## src/rtl/adc_seq_pkg.sv

```systemverilog
package adc_seq_pkg;
  localparam int CHAN_W      = 5;
  localparam int FLG_N       = 4;
  localparam int FLG_REG_EOC = 0;
  localparam int FLG_REG_EOS = 1;
  localparam int FLG_INJ_EOC = 2;
  localparam int FLG_INJ_EOS = 3;

  typedef enum logic [0:0] {
    ARB_IDLE = 1'b0,
    ARB_BUSY = 1'b1
  } arb_state_e;
endpackage

```

## src/rtl/seq_reg_cursor.sv

```systemverilog
module seq_reg_cursor #(
  parameter int SLOTS     = 16,
  parameter int BURST_MAX = 8,
  localparam int PW = $clog2(SLOTS),
  localparam int BW = $clog2(BURST_MAX)
) (
  input  logic          clk,
  input  logic          rst_n,
  input  logic          trig,
  input  logic          step,
  input  logic [PW-1:0] len,
  input  logic          disc_en,
  input  logic [BW-1:0] disc_num,
  input  logic          cont,
  output logic          active,
  output logic [PW-1:0] pos,
  output logic          pass_end
);
  logic          act_q, act_d;
  logic [PW-1:0] pos_q, pos_d;
  logic [BW-1:0] bur_q, bur_d;
  logic          last_slot, last_burst, accept, upd;

  always_comb begin
    last_slot  = (pos_q == len);
    last_burst = disc_en && (bur_q == disc_num);
    accept     = trig && !act_q;
    act_d      = act_q;
    pos_d      = pos_q;
    bur_d      = bur_q;
    if (accept) begin
      act_d = 1'b1;
      bur_d = '0;
      if (!disc_en) pos_d = '0;
    end else if (step) begin
      pos_d = last_slot ? '0 : pos_q + 1'b1;
      bur_d = (!disc_en || last_slot || last_burst) ? '0 : bur_q + 1'b1;
      if (disc_en) act_d = !(last_slot || last_burst);
      else         act_d = last_slot ? cont : 1'b1;
    end
    upd = accept || step;
  end

  always_ff @(posedge clk or negedge rst_n) begin
    if (!rst_n) begin
      act_q <= 1'b0;
      pos_q <= '0;
      bur_q <= '0;
    end else if (upd) begin
      act_q <= act_d;
      pos_q <= pos_d;
      bur_q <= bur_d;
    end
  end

  assign active   = act_q;
  assign pos      = pos_q;
  assign pass_end = step && last_slot;


  reg_trig_ignored_chk: assert property (@(posedge clk) disable iff (!rst_n)
    trig && act_q && !step |=> act_q && $stable(pos_q));

  reg_burst_stop_chk: assert property (@(posedge clk) disable iff (!rst_n)
    step && disc_en && last_burst |=> !act_q);

  reg_single_stop_chk: assert property (@(posedge clk) disable iff (!rst_n)
    step && !disc_en && !cont && last_slot |=> !act_q && pos_q == '0);
endmodule

```

## src/rtl/seq_inj_cursor.sv

```systemverilog
module seq_inj_cursor #(
  parameter int SLOTS = 4,
  localparam int PW = $clog2(SLOTS)
) (
  input  logic          clk,
  input  logic          rst_n,
  input  logic          trig,
  input  logic          auto_start,
  input  logic          auto_en,
  input  logic          restart,
  input  logic          step,
  input  logic [PW-1:0] len,
  input  logic          disc_en,
  output logic          active,
  output logic [PW-1:0] pos,
  output logic          grp_end
);
  logic          act_q, act_d;
  logic [PW-1:0] pos_q, pos_d;
  logic          last, launch, upd;

  always_comb begin
    last   = (pos_q == len);
    launch = !act_q && (auto_en ? auto_start : trig);
    act_d  = act_q;
    pos_d  = pos_q;
    if (launch) begin
      act_d = 1'b1;
      if (!disc_en) pos_d = '0;
    end
    if (step) begin
      pos_d = last ? '0 : pos_q + 1'b1;
      act_d = disc_en ? 1'b0 : !last;
    end
    if (restart) pos_d = '0;
    upd = launch || step || restart;
  end

  always_ff @(posedge clk or negedge rst_n) begin
    if (!rst_n) begin
      act_q <= 1'b0;
      pos_q <= '0;
    end else if (upd) begin
      act_q <= act_d;
      pos_q <= pos_d;
    end
  end

  assign active  = act_q;
  assign pos     = pos_q;
  assign grp_end = step && last;


  inj_restart_home_chk: assert property (@(posedge clk) disable iff (!rst_n)
    restart |=> pos_q == '0);

  inj_auto_blocks_trig_chk: assert property (@(posedge clk) disable iff (!rst_n)
    auto_en && !auto_start && !act_q |=> !act_q);

  inj_one_per_trig_chk: assert property (@(posedge clk) disable iff (!rst_n)
    step && disc_en |=> !act_q);
endmodule

```

## src/rtl/seq_conv_arb.sv

```systemverilog
module seq_conv_arb
  import adc_seq_pkg::*;
#(
  parameter int CHW = CHAN_W,
  parameter int IPW = 2
) (
  input  logic           clk,
  input  logic           rst_n,
  input  logic           reg_req,
  input  logic           inj_req,
  input  logic [CHW-1:0] reg_chan,
  input  logic [CHW-1:0] inj_chan,
  input  logic [IPW-1:0] inj_pos,
  input  logic           hold,
  input  logic           core_done,
  output logic           core_start,
  output logic [CHW-1:0] core_chan,
  output logic           core_abort,
  output logic [IPW-1:0] inj_rslot,
  output logic           step_reg,
  output logic           step_inj
);
  arb_state_e     state_q, state_d;
  logic           cur_inj_q, cur_inj_d;
  logic           start_q, start_d, abort_q, abort_d;
  logic [CHW-1:0] chan_q, chan_d;
  logic [IPW-1:0] rslot_q, rslot_d;

  always_comb begin
    state_d   = state_q;
    cur_inj_d = cur_inj_q;
    start_d   = 1'b0;
    abort_d   = 1'b0;
    chan_d    = chan_q;
    rslot_d   = rslot_q;
    step_reg  = 1'b0;
    step_inj  = 1'b0;
    case (state_q)
      ARB_IDLE: begin
        if (!hold && (inj_req || reg_req)) begin
          state_d   = ARB_BUSY;
          start_d   = 1'b1;
          cur_inj_d = inj_req;
          chan_d    = inj_req ? inj_chan : reg_chan;
          if (inj_req) rslot_d = inj_pos;
        end
      end
      ARB_BUSY: begin
        if (cur_inj_q && hold) begin
          abort_d = 1'b1;
          state_d = ARB_IDLE;
        end else if (core_done) begin
          state_d  = ARB_IDLE;
          step_reg = !cur_inj_q;
          step_inj = cur_inj_q;
        end
      end
      default: state_d = ARB_IDLE;
    endcase
  end

  always_ff @(posedge clk or negedge rst_n) begin
    if (!rst_n) begin
      state_q   <= ARB_IDLE;
      cur_inj_q <= 1'b0;
      start_q   <= 1'b0;
      abort_q   <= 1'b0;
    end else begin
      state_q   <= state_d;
      cur_inj_q <= cur_inj_d;
      start_q   <= start_d;
      abort_q   <= abort_d;
    end
  end

  always_ff @(posedge clk or negedge rst_n) begin
    if (!rst_n) begin
      chan_q  <= '0;
      rslot_q <= '0;
    end else if (start_d) begin
      chan_q  <= chan_d;
      rslot_q <= rslot_d;
    end
  end

  assign core_start = start_q;
  assign core_abort = abort_q;
  assign core_chan  = chan_q;
  assign inj_rslot  = rslot_q;


  start_pulse_chk: assert property (@(posedge clk) disable iff (!rst_n)
    core_start |=> !core_start);

  chan_hold_chk: assert property (@(posedge clk) disable iff (!rst_n)
    core_start |=> $stable(core_chan));

  start_abort_excl_chk: assert property (@(posedge clk) disable iff (!rst_n)
    core_start |-> !core_abort);

  inj_first_chk: assert property (@(posedge clk) disable iff (!rst_n)
    state_q == ARB_IDLE && inj_req && !hold |=> core_start && cur_inj_q);

  hold_no_start_chk: assert property (@(posedge clk) disable iff (!rst_n)
    hold |=> !core_start);
endmodule

```

## src/rtl/seq_flags.sv

```systemverilog
module seq_flags #(
  parameter int N = 4
) (
  input  logic         clk,
  input  logic         rst_n,
  input  logic [N-1:0] set,
  input  logic [N-1:0] clr,
  output logic [N-1:0] flags
);
  logic [N-1:0] flg_q, flg_d;

  for (genvar i = 0; i < N; i++) begin : g_bit
    always_comb flg_d[i] = set[i] | (flg_q[i] & ~clr[i]);

    always_ff @(posedge clk or negedge rst_n) begin
      if (!rst_n)                flg_q[i] <= 1'b0;
      else if (set[i] || clr[i]) flg_q[i] <= flg_d[i];
    end


    set_wins_chk: assert property (@(posedge clk) disable iff (!rst_n)
      set[i] |=> flags[i]);

    clear_chk: assert property (@(posedge clk) disable iff (!rst_n)
      clr[i] && !set[i] |=> !flags[i]);

    sticky_chk: assert property (@(posedge clk) disable iff (!rst_n)
      flags[i] && !clr[i] |=> flags[i]);
  end

  assign flags = flg_q;
endmodule

```

## src/rtl/adc_seq_ctrl.sv

```systemverilog
module adc_seq_ctrl
  import adc_seq_pkg::*;
#(
  parameter int REG_SLOTS = 16,
  parameter int INJ_SLOTS = 4,
  parameter int BURST_MAX = 8,
  parameter int CHW       = CHAN_W,
  localparam int RPW = $clog2(REG_SLOTS),
  localparam int IPW = $clog2(INJ_SLOTS),
  localparam int BNW = $clog2(BURST_MAX)
) (
  input  logic                     clk,
  input  logic                     rst_n,
  input  logic                     reg_trig,
  input  logic                     inj_trig,
  input  logic [RPW-1:0]           reg_len,
  input  logic [REG_SLOTS*CHW-1:0] reg_slots,
  input  logic [IPW-1:0]           inj_len,
  input  logic [INJ_SLOTS*CHW-1:0] inj_slots,
  input  logic                     inj_seq_wr,
  input  logic                     cont_mode,
  input  logic                     reg_disc_en,
  input  logic [BNW-1:0]           reg_disc_num,
  input  logic                     inj_disc_en,
  input  logic                     inj_auto,
  input  logic [FLG_N-1:0]         flag_clr,
  input  logic                     core_done,
  output logic                     core_start,
  output logic [CHW-1:0]           core_chan,
  output logic                     core_abort,
  output logic [IPW-1:0]           inj_rslot,
  output logic [FLG_N-1:0]         flags
);
  logic           reg_act, inj_act, reg_end, inj_end;
  logic           step_reg, step_inj;
  logic [RPW-1:0] reg_pos;
  logic [IPW-1:0] inj_pos;
  logic [CHW-1:0] reg_chan, inj_chan;
  logic [FLG_N-1:0] flag_set;

  assign reg_chan = reg_slots[reg_pos*CHW +: CHW];
  assign inj_chan = inj_slots[inj_pos*CHW +: CHW];

  seq_reg_cursor #(.SLOTS(REG_SLOTS), .BURST_MAX(BURST_MAX)) u_reg (
    .clk(clk), .rst_n(rst_n), .trig(reg_trig), .step(step_reg),
    .len(reg_len), .disc_en(reg_disc_en), .disc_num(reg_disc_num),
    .cont(cont_mode), .active(reg_act), .pos(reg_pos), .pass_end(reg_end));

  seq_inj_cursor #(.SLOTS(INJ_SLOTS)) u_inj (
    .clk(clk), .rst_n(rst_n), .trig(inj_trig), .auto_start(reg_end),
    .auto_en(inj_auto), .restart(inj_seq_wr), .step(step_inj),
    .len(inj_len), .disc_en(inj_disc_en), .active(inj_act),
    .pos(inj_pos), .grp_end(inj_end));

  seq_conv_arb #(.CHW(CHW), .IPW(IPW)) u_arb (
    .clk(clk), .rst_n(rst_n), .reg_req(reg_act), .inj_req(inj_act),
    .reg_chan(reg_chan), .inj_chan(inj_chan), .inj_pos(inj_pos),
    .hold(inj_seq_wr), .core_done(core_done), .core_start(core_start),
    .core_chan(core_chan), .core_abort(core_abort), .inj_rslot(inj_rslot),
    .step_reg(step_reg), .step_inj(step_inj));

  always_comb begin
    flag_set              = '0;
    flag_set[FLG_REG_EOC] = step_reg;
    flag_set[FLG_REG_EOS] = reg_end;
    flag_set[FLG_INJ_EOC] = step_inj;
    flag_set[FLG_INJ_EOS] = inj_end;
  end

  seq_flags #(.N(FLG_N)) u_flg (
    .clk(clk), .rst_n(rst_n), .set(flag_set), .clr(flag_clr), .flags(flags));
endmodule

```

## config.mk

```make
export PLATFORM = sky130hd
export DESIGN_NAME = adc_seq_ctrl
export DESIGN_NICKNAME = d
export VERILOG_FILES = /design/src/rtl/adc_seq_pkg.sv /design/src/rtl/seq_reg_cursor.sv /design/src/rtl/seq_inj_cursor.sv /design/src/rtl/seq_conv_arb.sv /design/src/rtl/seq_flags.sv /design/src/rtl/adc_seq_ctrl.sv
export SDC_FILE = /design/constraint.sdc
export NUM_CORES = 1
export LEC_CHECK = 0
export CELL_PAD_IN_SITES_DETAIL_PLACEMENT = 1
export CELL_PAD_IN_SITES_GLOBAL_PLACEMENT = 1
export CORE_MARGIN = 4
export CORE_UTILIZATION = 24
export CTS_CLUSTER_DIAMETER = 100
export CTS_CLUSTER_SIZE = 40
export DETAILED_ROUTE_END_ITERATION = 16
export GPL_TIMING_DRIVEN = 1
export HOLD_SLACK_MARGIN = 0.03
export PLACE_DENSITY_LB_ADDON = 0.08
export REMOVE_ABC_BUFFERS = 1
export SLEW_MARGIN = 20
export SYNTH_ARGS = -nofsm -noshare
export SYNTH_HDL_FRONTEND = slang
export SYNTH_HIERARCHICAL = 1
export SYNTH_SLANG_ARGS = --single-unit
```

## constraint.sdc

```tcl
create_clock -name clk -period 2 [get_ports clk]
set_input_delay 0.2 -clock clk [delete_from_list [all_inputs] [get_ports clk]]
set_output_delay 0.2 -clock clk [all_outputs]
set_load 0.03 [all_outputs]
```

### Yosys cells after proc, flatten, opt, wreduce, memory -nomap -nowiden

Index checks and enable logic that the tools add are counted.

* memory bits (writable): 0
* logic and storage cells: 109
* memories: 0
* register bits: 26
* bits in latches: 0
* ROM bits: 0

* divide/modulo/power cells: 0
* $add $sub $neg: 3
* muxes and demuxes: 34
* equality and inequality tests: 5
* bitwise logic cells: 13
* shift operators: 2
* multipliers: 2
* magnitude comparators: 0
* reduce and logical (&&, ||, !) cells: 35

Operators by type and width (count)
* $shiftx 80x8->5: 1
* $mux 1: 20
* $shiftx 20x6->5: 1
* $mux 4: 4
* $logic_or 1x1->1: 11
* $mux 2: 5
* $mux 3: 3
* $reduce_and 3->1: 3
* $logic_and 1x1->1: 7
* $logic_not 1->1: 7
* $mul 4x3->7 const B: 1
* $reduce_and 2->1: 3
* $mul 2x3->5 const B: 1
* $mux 5: 1
* $not 1->1: 5
* $add 4x1->4 const B: 1
* $and 1x1->1: 4
* $eq 4x4->1: 1
* $or 1x1->1: 4
* $reduce_and 4->1: 1
* $reduce_bool 2->1: 2
* $add 3x1->3 const B: 1
* $eq 3x3->1: 1
* $ne 3x2->1 const B: 1
* other kinds (5): 5

### Longest topological paths before layout

* depth in word-level cells: 10
* mapped depth: 6

### By module

Netlist, hierarchy kept.

By module, submodules not included
* adc_seq_ctrl: area an instance 716.9 µm², cells each 53, seq. area each 0.0 µm², times used 1
* seq_conv_arb: area an instance 519.2 µm², cells each 37, seq. area each 275.3 µm², times used 1
* seq_reg_cursor: area an instance 511.7 µm², cells each 49, seq. area each 200.2 µm², times used 1
* seq_inj_cursor: area an instance 202.7 µm², cells each 21, seq. area each 75.1 µm², times used 1
* seq_flags: area an instance 145.1 µm², cells each 12, seq. area each 100.1 µm², times used 1

### Worst setup path after synthesis

Ideal clock, no wire load.

* path type: reg-to-reg
* start point: register u_reg.pos_q[0], in the netlist u_reg/pos[0]
* end point: register u_arb.chan_q[0], in the netlist u_arb/core_chan[0]
* required time: 1875 ps
* data arrival time: 1870 ps
* setup time: 125 ps
* period minus slack after synthesis: 1995 ps
* stages on the path, launching flop included: 7
* slack: 5 ps
* cells stage by stage: dfrtp_1 buf_6 mux4_2 a22oi_1 nand3_1 mux2_2 mux2_4

* longest elaborated chain between the ends: 3

Ends and longest elaborated chain
* start: declaration: RTL line seq_reg_cursor.sv:20 `logic [PW-1:0] pos_q, pos_d;`
* start signal: assignment: RTL line seq_reg_cursor.sv:51 `pos_q <= pos_d;`
* $mul 4x3->7: RTL line adc_seq_ctrl.sv:41 `assign reg_chan = reg_slots[reg_pos*CHW +: CHW];`
* $shiftx 80x8->5: RTL line adc_seq_ctrl.sv:41
* named net reg_chan[0]: RTL line adc_seq_ctrl.sv:38 `logic [CHW-1:0] reg_chan, inj_chan;`
* $mux 5: RTL line seq_conv_arb.sv:44 `chan_d = inj_req ? inj_chan : reg_chan;`
* end signal: assignment: RTL line seq_conv_arb.sv:81 `chan_q <= chan_d;`
* end: declaration: RTL line seq_conv_arb.sv:26 `logic [CHW-1:0] chan_q, chan_d;`

The timed path passes the listed nets, and every way through them passes these cells.
A chain may end at the register's enable or synchronous reset.

### Worst setup path in the final report

* start point: register u_reg.pos_q[0], in the netlist u_reg/pos[0]
* end point: register u_arb.chan_q[4], in the netlist u_arb/core_chan[4]

The elaborated chain is that of the path after synthesis.

==> flow_metrics.py <==
metrics = {
    "grt": {
        "globalRoute.totalOverflow": 0,
        "grt_pass1_vias": 2274,
        "antenna_found_initial": 0,
        "grt_util_all_layers": 0.156,
        "grt_max_degree": 27,
        "grt_pass1_wl_mm": 12.5,
    },
    "sta": {
        "worst_slew_pin_slew_ps": 569,
        "maxSlewHeadroom": 0.620,
        "finalClockSkew_ps": 3.12,
        "finalCritPeriodShare": 1.02,
        "fmax_mhz": 489,
        "setup_viol": 4,
        "drv_slew": 0,
        "worst_slack_ps": -46.2,
        "finalHoldViolations": 0,
        "period_needed_ps": 2050,
        "grt_setup_unrepaired": "yes",
    },
    "clocking": {
        "cts_made_buffers": 3,
        "cts_root_buf": "clkbuf_8",
        "clk_latency_ps": 270,
        "clk_pin_slew_ps": 100,
        "clockBufferDepth": 2,
        "cts_tree": "done",
        "htree_levels": 1,
        "cts_hold_repair.buffers": 0,
        "clock_sinks": 26,
    },
    "logic_synthesis": {
        "async_reset_ff_frac": 1.00,
        "ys_seq_area_frac": 0.310,
        "syn_inst": 172,
        "ys_types": 41,
        "yosys_most_used_dff": "dfrtp_1",
        "synth_edf_count": 0,
        "synth_top_cells_by_area": "dfrtp_1 (31%), mux4_2 (27%), mux2_2 (4.8%)",
        "ys_seq_elements": 26,
        "synth.largest_area_cell": "dfrtp_1",
        "synth.avg_cell_area_um2": 12.2,
        "yosysWarnings": 6,
        "synth_top_area_share": 0.310,
        "syn_area_mm2": 0.00210,
    },
    "cells_and_area": {
        "fin_area_mm2": 0.00388,
        "drive_above_1_share": 0.252,
        "fill_cells": 895,
        "postLayoutCoreUtil": 0.465,
        "syn_to_final_growth_pct": 85.0,
        "fin_nets": 452,
        "n_antenna_cell": 0,
    },
    "setup_path": {
        "cp.required_ps": 2170,
        "cp-start-kind": "flip-flop",
        "reg2reg_slack_ps": -50,
        "worstPathArrival_ps": 2210,
        "worstSetupEndpointType": "flip-flop",
        "critical_path_class": "flip-flop to flip-flop",
        "critPathMaxFanout": 7,
    },
    "power": {
        "total_power_uw": 3500,
        "ir_drop_uv": 396,
        "pwr_density_cell_mw_per_mm2": 904,
        "p_leak_uw": 0.00157,
    },
    "routing": {
        "vias": 2049,
        "wl_per_cell_um": 18.6,
        "drt_iter0_drc": 46,
        "dr.pass1.iters": 4,
        "drcViolationCount": 0,
        "vias_per_cell": 4.75,
        "drt_wl_total_mm": 8.00,
        "ant_nets": 0,
    },
    "placed_design": {
        "hpwl_mm": 6.82,
        "finalWeightedCongestion": 0.790,
        "place_ws_ps": -131,
        "placed_area_mm2": 0.00368,
        "portBuffers": 135,
    },
    "run_status": {
        "status": "finished, violations left",
        "failed_checks": "setup timing",
    },
    "min_path": {
        "hp-class": "primary input to asynchronous set/reset pin",
    },
    "die": {
        "die_area_mm2": 0.0103,
        "io_pins": 136,
        "die_w_um": 101,
        "start_util": 0.251,
        "core_area_mm2": 0.00834,
        "num_rows": 33,
        "die_h_um": 101,
    },
    "run": {
        "cap_violations": 0,
    },
}
[final timing paths]
kind | to | startpoint | cells after the start
worst max register to register | u_arb/core_chan[4] | u_reg/pos[0] | 7
min in group clk | u_flg/flags[0] | u_flg/flags[0] | 1
max in group asynchronous | u_reg/pos[0] | rst_n | 2
worst max-delay path | u_arb/core_chan[4] | u_reg/pos[0] | 7
worst min register to register | u_flg/flags[0] | u_flg/flags[0] | 1
worst min-delay path | u_arb/inj_rslot[1] | rst_n | 2
[final cells by class]
cell class	instances	area (µm²)	share of cell area
Clock buffer	4	55.1	0.0142
Multi-Input combinational cell	128	1410	0.365
Timing Repair Buffer	157	1580	0.408
Sequential cell	26	652	0.168
Tap cell	105	131	0.0339
Inverter	11	41.3	0.0107
[cell usage in the layout (no fill, tap or decap), types with 2 or more instances in the layout]
master             n
a21o_1             4
a22o_1             4
a22oi_2            4
buf_12             3
buf_4             16
clkbuf_8           4
clkdlybuf4s50_1  135
dfrtp_1           25
ha_1               2
inv_1             11
mux2_2             9
mux2_4             6
mux4_2            25
nand2_1           10
nand2b_1           2
nand3_1            8
nand3_2            4
nor2_1             5
nor2b_1            4
nor3_1             5
nor3b_1            3
o2111ai_1          2
o21ai_0            2
xor2_1             8
[cells in the mapped netlist, types with 2 or more instances]
cell / n
a21o_1: 4
a22o_1: 4
a22oi_1: 5
buf_6: 3
clkbuf_1: 2
dfrtp_1: 26
ha_1: 2
inv_1: 11
mux2_2: 9
mux2_4: 6
mux4_2: 25
nand2_1: 11
nand2b_1: 2
nand3_1: 12
nor2_1: 5
nor2b_1: 4
nor3_1: 5
nor3b_1: 3
o2111ai_1: 2
o21ai_0: 2
xor2_1: 9
[sequential cells by signal, indices dropped and copies added, names as in the netlist]
name	flops
u_inj/pos	2
u_arb/cur_inj_q	1
u_reg/pos	4
u_arb/inj_rslot	2
u_arb/core_abort	1
u_arb/state_q	1
u_reg/active	1
u_flg/flags	4
u_reg/bur_q	3
u_inj/active	1
u_arb/core_chan	5
u_arb/core_start	1
[per-stage QoR]
stage / instances / hold WS (ps) / setup TNS [ps]
floorplan: 165 / -95.6 / -5330
global placement: 422 / 460 / -531
detailed placement: 422 / 464 / -577
CTS: 428 / 301 / -305
global route: 431 / 304 / -462
finish: 431 / 286 / -105
[worst max-delay path: stages (launching register included)]
cell     delay, ps
dfrtp_2        420
buf_12         140
buf_4          110
mux4_2         490
a22oi_2        170
nand3_1        100
mux2_2         260
mux2_4         250
[kinds of logic (layout without fill, tap and decap cells)]
family,count (synthesis),after routing,synth area share
buffers and inverters,18,172,0.0454
DFF,26,26,0.310
muxes,41,41,0.365
and+or+nand+nor,46,46,0.117
xor gates and xnor gates,10,10,0.0418
AOI/OAI and AO/OA,29,29,0.108
adders and majority gates,2,2,0.0119
[timing repair]
action	4_1_cts	5_1_grt
endpoints found under the setup margin	5	9
buffers inserted	2	3
hold endpoints to repair	0	0
pin swaps	1	8
gates cloned	0	1
resized for setup	6	13
[metal layers]
metal / GRT usage / up-vias / routed length, µm
li1: - / 978 / -
met1: 0.209 / 1020 / 3470
met2: 0.278 / 49 / 4150
met3: 0.0262 / 2 / 378
met4: 0.00920 / 0 / 9
met5: 0 / - / 0
[power breakdown]
group	internal [µW]	leakage, µW	total, µW	switching, µW
clock	176	0.0000288	349	173
sequential	680	0.000332	839	159
combinational	1360	0.00121	2320	955
Note: power is estimated with default switching activity, not from simulation.
